[src/rtl/lcd_fi_pkg.sv]
// Shared definitions for the LCD frame-end interrupt generator.
// Holds the default line-count width and the packed enable-register type.
package lcd_fi_pkg;

    localparam int LINE_W_DEF = 10;

    typedef struct packed {
        logic irq_en;
        logic dma_en;
    } fi_ctrl_t;

endpackage

[src/rtl/lcd_fi_line_ctr.sv]
// Vertical line counter and boundary detector.
// Counts line strobes across the visible and blanking lines of a frame and
// emits a one-cycle pulse when the last visible line ends.
// Assumes line_stb is a one-clock pulse and disp_lines >= 1.
module lcd_fi_line_ctr #(
    parameter int LINE_W = 10
) (
    input  logic              clk,
    input  logic              rst_n,
    input  logic              line_stb,
    input  logic              frame_stb,
    input  logic [LINE_W-1:0] disp_lines,
    input  logic [LINE_W-1:0] blank_lines,
    output logic              vis_end
);
    localparam int CNT_W = LINE_W + 1;

    logic [CNT_W-1:0] line_idx;
    logic [CNT_W-1:0] total_lines;
    logic [CNT_W-1:0] last_vis;

    // Derive the frame length and the index of the last visible line.
    always_comb begin
        total_lines = {1'b0, disp_lines} + {1'b0, blank_lines};
        last_vis    = {1'b0, disp_lines} - CNT_W'(1);
    end

    // Track the current line; the frame strobe restarts at line 0.
    always_ff @(posedge clk) begin
        if (!rst_n) begin
            line_idx <= '0;
        end else if (frame_stb) begin
            line_idx <= '0;
        end else if (line_stb) begin
            if (line_idx >= total_lines - CNT_W'(1)) begin
                line_idx <= '0;
            end else begin
                line_idx <= line_idx + CNT_W'(1);
            end
        end
    end

    // Flag the strobe that leaves the visible area.
    always_comb begin
        vis_end = line_stb && !frame_stb && (disp_lines != '0) && (line_idx == last_vis);
    end

endmodule

[src/rtl/lcd_fi_flag.sv]
// Enable register, sticky frame-end flag and level interrupt.
// A frame-end event has priority over a clear write on the same edge.
// Assumes evt is already qualified by the panel type.
module lcd_fi_flag
    import lcd_fi_pkg::*;
(
    input  logic     clk,
    input  logic     rst_n,
    input  logic     evt,
    input  logic     ctrl_we,
    input  fi_ctrl_t ctrl_wdata,
    input  logic     clr_we,
    input  logic     clr_data,
    input  logic     panel_tft,
    output fi_ctrl_t ctrl_q,
    output logic     flag,
    output logic     irq
);

    // Hold the enable bits loaded by software.
    always_ff @(posedge clk) begin
        if (!rst_n) begin
            ctrl_q <= '0;
        end else if (ctrl_we) begin
            ctrl_q <= ctrl_wdata;
        end
    end

    // Sticky flag: set on the event, cleared only by writing 1.
    always_ff @(posedge clk) begin
        if (!rst_n) begin
            flag <= 1'b0;
        end else if (evt) begin
            flag <= 1'b1;
        end else if (clr_we && clr_data) begin
            flag <= 1'b0;
        end
    end

    // Qualify the flag for the interrupt controller.
    always_comb begin
        irq = flag && ctrl_q.irq_en && !panel_tft;
    end

endmodule

[src/rtl/lcd_fi_dma.sv]
// One-clock DMA start request registered from the frame-end event.
// Assumes events never arrive on two consecutive cycles.
module lcd_fi_dma (
    input  logic clk,
    input  logic rst_n,
    input  logic evt,
    input  logic dma_en,
    output logic dma_req
);

    // Register the event when the DMA enable allows it.
    always_ff @(posedge clk) begin
        if (!rst_n) begin
            dma_req <= 1'b0;
        end else begin
            dma_req <= evt && dma_en;
        end
    end

endmodule

[src/rtl/lcd_frame_irq.sv]
// Top of the LCD frame-end interrupt generator.
// Detects the end of the visible area, suppresses it for TFT-style panels,
// and drives the sticky flag, the level interrupt and the DMA request.
module lcd_frame_irq
    import lcd_fi_pkg::*;
#(
    parameter int LINE_W = LINE_W_DEF
) (
    input  logic              clk,
    input  logic              rst_n,
    input  logic              line_stb,
    input  logic              frame_stb,
    input  logic              panel_tft,
    input  logic [LINE_W-1:0] disp_lines,
    input  logic [LINE_W-1:0] blank_lines,
    input  logic              ctrl_we,
    input  logic              ctrl_irq_en,
    input  logic              ctrl_dma_en,
    input  logic              clr_we,
    input  logic              clr_data,
    output logic              irq_en_q,
    output logic              dma_en_q,
    output logic              frame_flag,
    output logic              irq_out,
    output logic              dma_req
);
    logic     vis_end;
    logic     frame_end;
    fi_ctrl_t ctrl_wdata;
    fi_ctrl_t ctrl_q;

    lcd_fi_line_ctr #(.LINE_W(LINE_W)) u_line_ctr (
        .clk        (clk),
        .rst_n      (rst_n),
        .line_stb   (line_stb),
        .frame_stb  (frame_stb),
        .disp_lines (disp_lines),
        .blank_lines(blank_lines),
        .vis_end    (vis_end)
    );

    // Gate the boundary with the panel type and pack the write data.
    always_comb begin
        frame_end         = vis_end && !panel_tft;
        ctrl_wdata.irq_en = ctrl_irq_en;
        ctrl_wdata.dma_en = ctrl_dma_en;
    end

    lcd_fi_flag u_flag (
        .clk       (clk),
        .rst_n     (rst_n),
        .evt       (frame_end),
        .ctrl_we   (ctrl_we),
        .ctrl_wdata(ctrl_wdata),
        .clr_we    (clr_we),
        .clr_data  (clr_data),
        .panel_tft (panel_tft),
        .ctrl_q    (ctrl_q),
        .flag      (frame_flag),
        .irq       (irq_out)
    );

    lcd_fi_dma u_dma (
        .clk    (clk),
        .rst_n  (rst_n),
        .evt    (frame_end),
        .dma_en (ctrl_q.dma_en),
        .dma_req(dma_req)
    );

    // Expose the enable bits.
    always_comb begin
        irq_en_q = ctrl_q.irq_en;
        dma_en_q = ctrl_q.dma_en;
    end

endmodule

[config.mk]
export PLATFORM = sky130hd
export DESIGN_NAME = lcd_frame_irq
export DESIGN_NICKNAME = d
export VERILOG_FILES = /design/src/rtl/lcd_fi_pkg.sv /design/src/rtl/lcd_fi_line_ctr.sv /design/src/rtl/lcd_fi_flag.sv /design/src/rtl/lcd_fi_dma.sv /design/src/rtl/lcd_frame_irq.sv
export SDC_FILE = /design/constraint.sdc
export NUM_CORES = 1
export LEC_CHECK = 0
export ABC_AREA = 1
export BUFFER_PORTS_ARGS = -buffer_cell sky130_fd_sc_hd__buf_2
export CORE_UTILIZATION = 40
export DETAILED_ROUTE_END_ITERATION = 8
export PLACE_DENSITY = 0.71
export SYNTH_ARGS = -nofsm -noshare
export SYNTH_HDL_FRONTEND = slang
export SYNTH_SLANG_ARGS = --single-unit
[constraint.sdc]
create_clock -name clk -period 8.5 [get_ports clk]
set_input_delay 1.7 -clock clk [delete_from_list [all_inputs] [get_ports clk]]
set_output_delay 1.7 -clock clk [all_outputs]
set_load 0.02 [all_outputs]
==> impl_metrics.env, run 1 <==
export IMPL_status="complete, no violations"
export IMPL_muxShareOfSynthArea_pct=0
export IMPL_synth_simple_gate_area_share_pct=35.61
export IMPL_syn_area_um2=2056
export IMPL_cts_tree="done"
export IMPL_rows=25
export IMPL_drv_cap=0
export IMPL_grt_max_degree=12
export IMPL_wirelength_mm=4.747
export IMPL_hold_depth=2
export IMPL_cts_resized=0
export IMPL_cp_end_kind="register"
export IMPL_rsz0062_at_grt="no"
export IMPL_io_buffers=34
export IMPL_avgSynthCellArea_um2=6.248
export IMPL_critPathKind="input port to register"
export IMPL_grt_usage_pct=19.59
export IMPL_min_to="u_dma.dma_req$_SDFF_PN0_"
export IMPL_antenna_cells=0
export IMPL_grt_antenna_before_repair=0
export IMPL_grt_overflow_total=0
export IMPL_drt_iter0_drc=143
export IMPL_hold_viol=0
export IMPL_die_w_um=73.69
export IMPL_routed_via_density=4.796
export IMPL_syn_num_nets=392
export IMPL_tightest_slew_ns=0.4141
export IMPL_worstHoldStart="u_flag.ctrl_q[0]$_SDFFE_PN0P_"
export IMPL_ys_ff_latch=15
export IMPL_antenna_left=0
export IMPL_die_h_um=73.69
export IMPL_postCtsSetupRepairBufs=0
export IMPL_drc=0
export IMPL_crit_fanout=11
export IMPL_dp_hpwl_mm=4.163
export IMPL_tns_ns=0
export IMPL_synthAdderAreaFrac_pct=20.45
export IMPL_critPathSlowestCell="fa_1"
export IMPL_ios=35
export IMPL_path_cells="buf_2 -> inv_1 -> ha_1 -> inv_1 -> ha_1 -> inv_1 -> fa_1 -> o21ai_1 -> a21oi_1 -> o21ai_1 -> xor2_1 -> ha_1 -> nand4_1 -> inv_1 -> nand3_1 -> nand3_1 -> o21ai_1 -> nand3_1 -> nor2_1"
export IMPL_synth_compound_area_share_pct=8.217
export IMPL_holdBufCountCts=0
export IMPL_grt_pass1_wl_mm=8.107
export IMPL_final_nets=429
export IMPL_p_leak_nw=1.243
export IMPL_path_common_cell="inv_1"
export IMPL_synth_top_family_by_area="simple AND/OR/NAND/NOR gates"
export IMPL_syn_inst=329
export IMPL_critPathArrivalTime_ns=4.81
export IMPL_drv_slew=0
export IMPL_cts_sinks=15
export IMPL_areaGrowthSynthToFinish_pct=13.82
export IMPL_ys_seq_area_share_pct=14.61
export IMPL_post_drt_wl_per_cell_um=10.99
export IMPL_reg2reg_slack_ns=6.58
export IMPL_grt_pass1_vias=1874
export IMPL_core_um2=4848
export IMPL_r2r_end="u_line_ctr.line_idx[3]$_SDFFE_PP0P_"
export IMPL_cpPeakStageDelay_ns=0.40
export IMPL_synth_cell_types=31
export IMPL_slew_headroom_pct=72.04
export IMPL_whs_ns=0.4730
export IMPL_cts_max_level=1
export IMPL_clk_path_buf_depth=2
export IMPL_fin_skew_ns=0.002277
export IMPL_clk_latency_ns=0.25
export IMPL_final_common_cell="nand2_1"
export IMPL_yosysWarningCount=0
export IMPL_via_count=2072
export IMPL_dr_pass1_iters=4
export IMPL_yosys_area_share_xor_xnor_pct=8.095
export IMPL_clock_root_buffer="clkbuf_8"
export IMPL_most_common_layout_cells="nand2_1, inv_1, nor2_1, buf_2, ha_1"
export IMPL_dieArea_um2=5430
export IMPL_vdd_ir_drop_max_mv=0.03899
export IMPL_clk_pin_slew_ns=0.06
export IMPL_r2r_cells=8
export IMPL_numCtsBuffers=3
export IMPL_fin_crit_sh_pct=54.48
export IMPL_worstPathRequired_ns=8.68
export IMPL_initial_core_util_pct=42.40
export IMPL_critPathLaunchType="input port"
export IMPL_timing_rr_start="u_line_ctr.line_idx[2]$_SDFFE_PP0P_"
export IMPL_power_density_nw_per_um2=102.1
export IMPL_gp_congestion=0.9034
export IMPL_max_freq_mhz=216.0
export IMPL_drive_gt1_share_pct=15.62
export IMPL_finalSetupViolCount=0
export IMPL_period_needed_ns=4.631
export IMPL_hold_path_class="register to register"
export IMPL_nFillCells=514
## synthesized netlist by cell type
master / n / area, um^2
a21oi_1: 16 / 80.08
and2_1: 1 / 6.260
buf_2: 1 / 5.000
buf_6: 1 / 11.26
clkinv_1: 1 / 3.750
dfxtp_1: 15 / 300.3
fa_1: 1 / 20.02
ha_1: 32 / 400.4
inv_1: 60 / 225.2
inv_2: 6 / 22.52
nand2_1: 77 / 289.0
nand2_2: 2 / 12.51
nand3_1: 19 / 95.09
nand3_2: 1 / 10.01
nand3b_1: 2 / 15.01
nand4_1: 6 / 37.54
nand4_2: 2 / 25.02
nor2_1: 37 / 138.9
nor2_2: 3 / 18.77
nor2_4: 3 / 33.78
nor3_1: 5 / 25.02
nor3_2: 1 / 10.01
nor4_1: 1 / 6.260
o21a_1: 1 / 7.510
o21ai_0: 8 / 40.04
o21ai_1: 5 / 25.02
o21bai_1: 1 / 7.510
o311ai_0: 1 / 8.760
or2_4: 1 / 8.760
xnor2_1: 8 / 70.07
xor2_1: 11 / 96.34
## registers in the layout (all words and copies together), names as in the netlist
register and flops:
u_dma.dma_req 1, u_flag.ctrl_q 2, u_flag.flag 1, u_line_ctr.line_idx 11
## kinds of logic after synthesis
family | count (synthesis)
fa+ha+maj | 33
xor+xnor | 19
buf+inv | 69
flops | 15
simple gates | 161
compound gates | 32
## critical path: cells and delay by family
family	cells	cell delay, ns
xor gates and xnor gates	1	0.18
and+or+nand+nor	5	0.77
adders and majority gates	4	1.16
AOI/OAI and AO/OA	4	0.65
buffers and inverters	5	0.36
## stage by stage
step	instances	setup slack [ns]	power (mW)	utilization, %	cell area [um^2]
3_5_place_dp	428	3.598	0.1821	47.30	2293
5_1_grt	432	3.463	0.2628	48.26	2340
2_1_floorplan	329	4.198	0.1538	-	2056
6_report	432	3.870	0.2388	48.26	2340
3_3_place_gp	428	3.681	0.1788	47.30	2293
4_1_cts	432	3.866	0.2410	48.26	2340
## layout make-up
type / count / area (um^2) / share of cell area (%)
repair buffers: 34 / 170.2 / 7.273
clock buffers: 3 / 41.29 / 1.765
inverters: 67 / 251.5 / 10.75
flip-flops and latches: 15 / 300.3 / 12.83
clock inverters: 1 / 5.005 / 0.2139
well taps: 67 / 83.83 / 3.583
multi-input cells: 245 / 1488 / 63.58
## layer usage
layer	vias up	GRT usage [%]	share of wire (%)
met3	8	2.606	3.2
met1	907	24.12	47
met5	-	0	0
met4	0	8.547	1.8
met2	49	33.84	48
li1	1108	-	-
## worst max-delay path by stage
stage,from,end,slack (ns),depth (start not counted)
floorplan,disp_lines[1],u_line_ctr.line_idx[0]$_SDFFE_PP0P_,4.20,17
global placement,disp_lines[1],u_line_ctr.line_idx[10]$_SDFFE_PP0P_,3.68,19
detailed placement,disp_lines[1],u_line_ctr.line_idx[1]$_SDFFE_PP0P_,3.60,19
CTS,disp_lines[1],u_line_ctr.line_idx[1]$_SDFFE_PP0P_,3.87,19
global route,disp_lines[1],u_line_ctr.line_idx[3]$_SDFFE_PP0P_,3.46,19
finish,disp_lines[1],u_line_ctr.line_idx[3]$_SDFFE_PP0P_,3.87,19
## power by group
group / leakage (nW) / switching [mW] / total [mW] / internal, mW
combinational: 1.10 / 0.0644 / 0.108 / 0.0439
sequential: 0.121 / 0.00108 / 0.0724 / 0.0713
clock: 0.0255 / 0.0256 / 0.0581 / 0.0325
Power figures use the tool's default switching activity.
==> run 2: changes to the inputs <==
PLACE_DENSITY = 0.73   (was 0.71)
clock period = 4.11 ns   (was 8.5 ns; I/O delays follow)
==> run 2 against run 1 <==
  * Total power is 110% higher
  * First-iteration DRC count is 24% lower
  * Clock skew hardly changed
  * Sequential power is 110% higher
  * Worst hold slack better by 0.0021 ns
  * Die area stayed put
  * Core utilization stayed put
  * Routed wire length is 0.63% higher
  * Flip-flop and latch count stayed put
  * Critical path type unchanged
  * Highest routed layer unchanged
==> impl_metrics.env, run 2 (synthesis gave the netlist of run 1 again) <==
export IMPL_routed_via_density=4.794
export IMPL_clk_pin_slew_ns=0.06
export IMPL_grt_pass1_wl_mm=7.866
export IMPL_crit_fanout=11
export IMPL_cts_max_level=1
export IMPL_areaGrowthSynthToFinish_pct=13.82
export IMPL_seq_area_um2=300.3
export IMPL_cts_resized=0
export IMPL_max_freq_mhz=263.8
export IMPL_post_drt_wl_per_cell_um=11.06
export IMPL_fin_ws_ns=0.3198
export IMPL_antenna_left=0
export IMPL_power_density_nw_per_um2=210.8
export IMPL_cpPeakStageDelay_ns=0.40
export IMPL_wl_met1_mm=2.248
export IMPL_fin_skew_ns=0.002593
export IMPL_numCtsBuffers=3
export IMPL_drc=0
export IMPL_grt_overflow_total=0
export IMPL_wirelength_mm=4.777
export IMPL_fin_crit_sh_pct=92.22
export IMPL_final_common_cell="nand2_1"
export IMPL_dieArea_um2=5430
export IMPL_clock_root_buffer="clkbuf_8"
export IMPL_die_h_um=73.69
export IMPL_cts_sinks=15
export IMPL_grt_usage_pct=18.96
export IMPL_hold_viol=0
export IMPL_placedCellCount=428
export IMPL_stdcell_count=432
export IMPL_hold_path_class="register to register"
export IMPL_core_um2=4848
export IMPL_critPathSlowestCell="fa_1"
export IMPL_grt_max_degree=12
export IMPL_path_cells="buf_2 -> inv_1 -> ha_1 -> inv_1 -> ha_1 -> inv_1 -> fa_1 -> o21ai_1 -> a21oi_1 -> o21ai_1 -> xor2_1 -> ha_1 -> nand4_1 -> inv_1 -> nand3_1 -> nand3_1 -> o21ai_1 -> nand3_1 -> nor2_1"
export IMPL_cts_tree="done"
export IMPL_critPathArrivalTime_ns=3.97
export IMPL_ios=35
export IMPL_critPathKind="input port to register"
export IMPL_final_nets=429
export IMPL_nFillCells=512
export IMPL_multiInputGateArea_um2=1488
export IMPL_tns_ns=0
export IMPL_p_leak_nw=1.243
export IMPL_final_core_utilization_pct=48.26
export IMPL_gp_congestion=0.9355
export IMPL_rows=25
export IMPL_power_uw=493.2
export IMPL_most_common_layout_cells="nand2_1, inv_1, nor2_1, buf_2, ha_1"
export IMPL_place_area_um2=2293
export IMPL_die_w_um=73.69
export IMPL_regMostFlops="u_line_ctr.line_idx"
export IMPL_via_count=2071
export IMPL_top_regs="u_line_ctr.line_idx (11), u_flag.ctrl_q (2)"
export IMPL_place_ws_ns=0.07924
export IMPL_whs_ns=0.4751
export IMPL_design_area_um2=2340
export IMPL_period_needed_ns=3.790
export IMPL_status="complete, no violations"
export IMPL_drt_iter0_drc=109
export IMPL_dr_wl_met3_um=155
export IMPL_clk_latency_ns=0.25
export IMPL_wl_met2_mm=2.285
export IMPL_worstPathRequired_ns=4.29
export IMPL_drv_slew=0
export IMPL_largest_reg_flops=11
export IMPL_path_common_cell="inv_1"
export IMPL_postCtsSetupRepairBufs=0
export IMPL_maxUsedRoutingLayer="met4"
export IMPL_drv_cap=0
export IMPL_drive_gt1_share_pct=15.62
export IMPL_vdd_ir_drop_max_mv=0.1593
export IMPL_initial_core_util_pct=42.40
export IMPL_rsz0062_at_grt="no"
export IMPL_grt_pass1_vias=1806
export IMPL_dp_hpwl_mm=4.143
export IMPL_grt_antenna_before_repair=0
export IMPL_clk_path_buf_depth=2
export IMPL_antenna_cells=0
export IMPL_holdBufCountCts=0
export IMPL_slew_headroom_pct=70.83
export IMPL_tightest_slew_ns=0.4363
export IMPL_dr_pass1_iters=4
export IMPL_critPathLaunchType="input port"
export IMPL_io_buffers=34
export IMPL_cp_end_kind="register"
export IMPL_finalSetupViolCount=0
-- run 2: cell counts in the layout (fill, tap and decap cells not counted) --
Identical to the previous run, type by type.
-- run 2: final cells by class --
type                            count  area share [%]
Clock buffer                        3           1.765
Multi-Input combinational cell    245           63.58
Tap cell                           67           3.583
Clock inverter                      1          0.2139
Sequential cell                    15           12.83
Inverter                           67           10.75
Timing Repair Buffer               34           7.273
-- run 2: per-layer routing --
metal / vias up / global-route usage, %
met4: 0 / 6.838
met5: - / 0
met1: 908 / 23.46
met2: 46 / 34.25
met3: 6 / 1.235
li1: 1111 / -
-- run 2: path summary, 6_finish.rpt --
| kind | startpoint | end | slack, ns | depth (start not counted) |
|---|---|---|---|---|
| setup / recovery | disp_lines[1] | u_line_ctr.line_idx[10]$_SDFFE_PP0P_ | 0.32 | 19 |
| hold / removal | u_flag.ctrl_q[0]$_SDFFE_PN0P_ | u_dma.dma_req$_SDFF_PN0_ | 0.48 | 2 |
| setup reg to reg | u_line_ctr.line_idx[2]$_SDFFE_PP0P_ | u_line_ctr.line_idx[10]$_SDFFE_PP0P_ | 2.20 | 8 |
| hold reg to reg | u_flag.ctrl_q[0]$_SDFFE_PN0P_ | u_dma.dma_req$_SDFF_PN0_ | 0.48 | 2 |
-- run 2: critical path, delay by kind of cell --
family                     cells  cell delay, ns
adders and majority gates      4            1.16
and+or+nand+nor                5            0.79
AOI/OAI and AO/OA              4            0.64
buffers and inverters          5            0.36
xor gates and xnor gates       1            0.20
-- run 2: power breakdown --
| group | total [mW] | leakage [nW] | switching [mW] | internal [mW] |
|---|---|---|---|---|
| clock | 0.122 | 0.0255 | 0.0543 | 0.0672 |
| combinational | 0.222 | 1.10 | 0.132 | 0.0901 |
| sequential | 0.150 | 0.121 | 0.00233 | 0.147 |
| total | 0.493 | 1.24 | 0.188 | 0.305 |
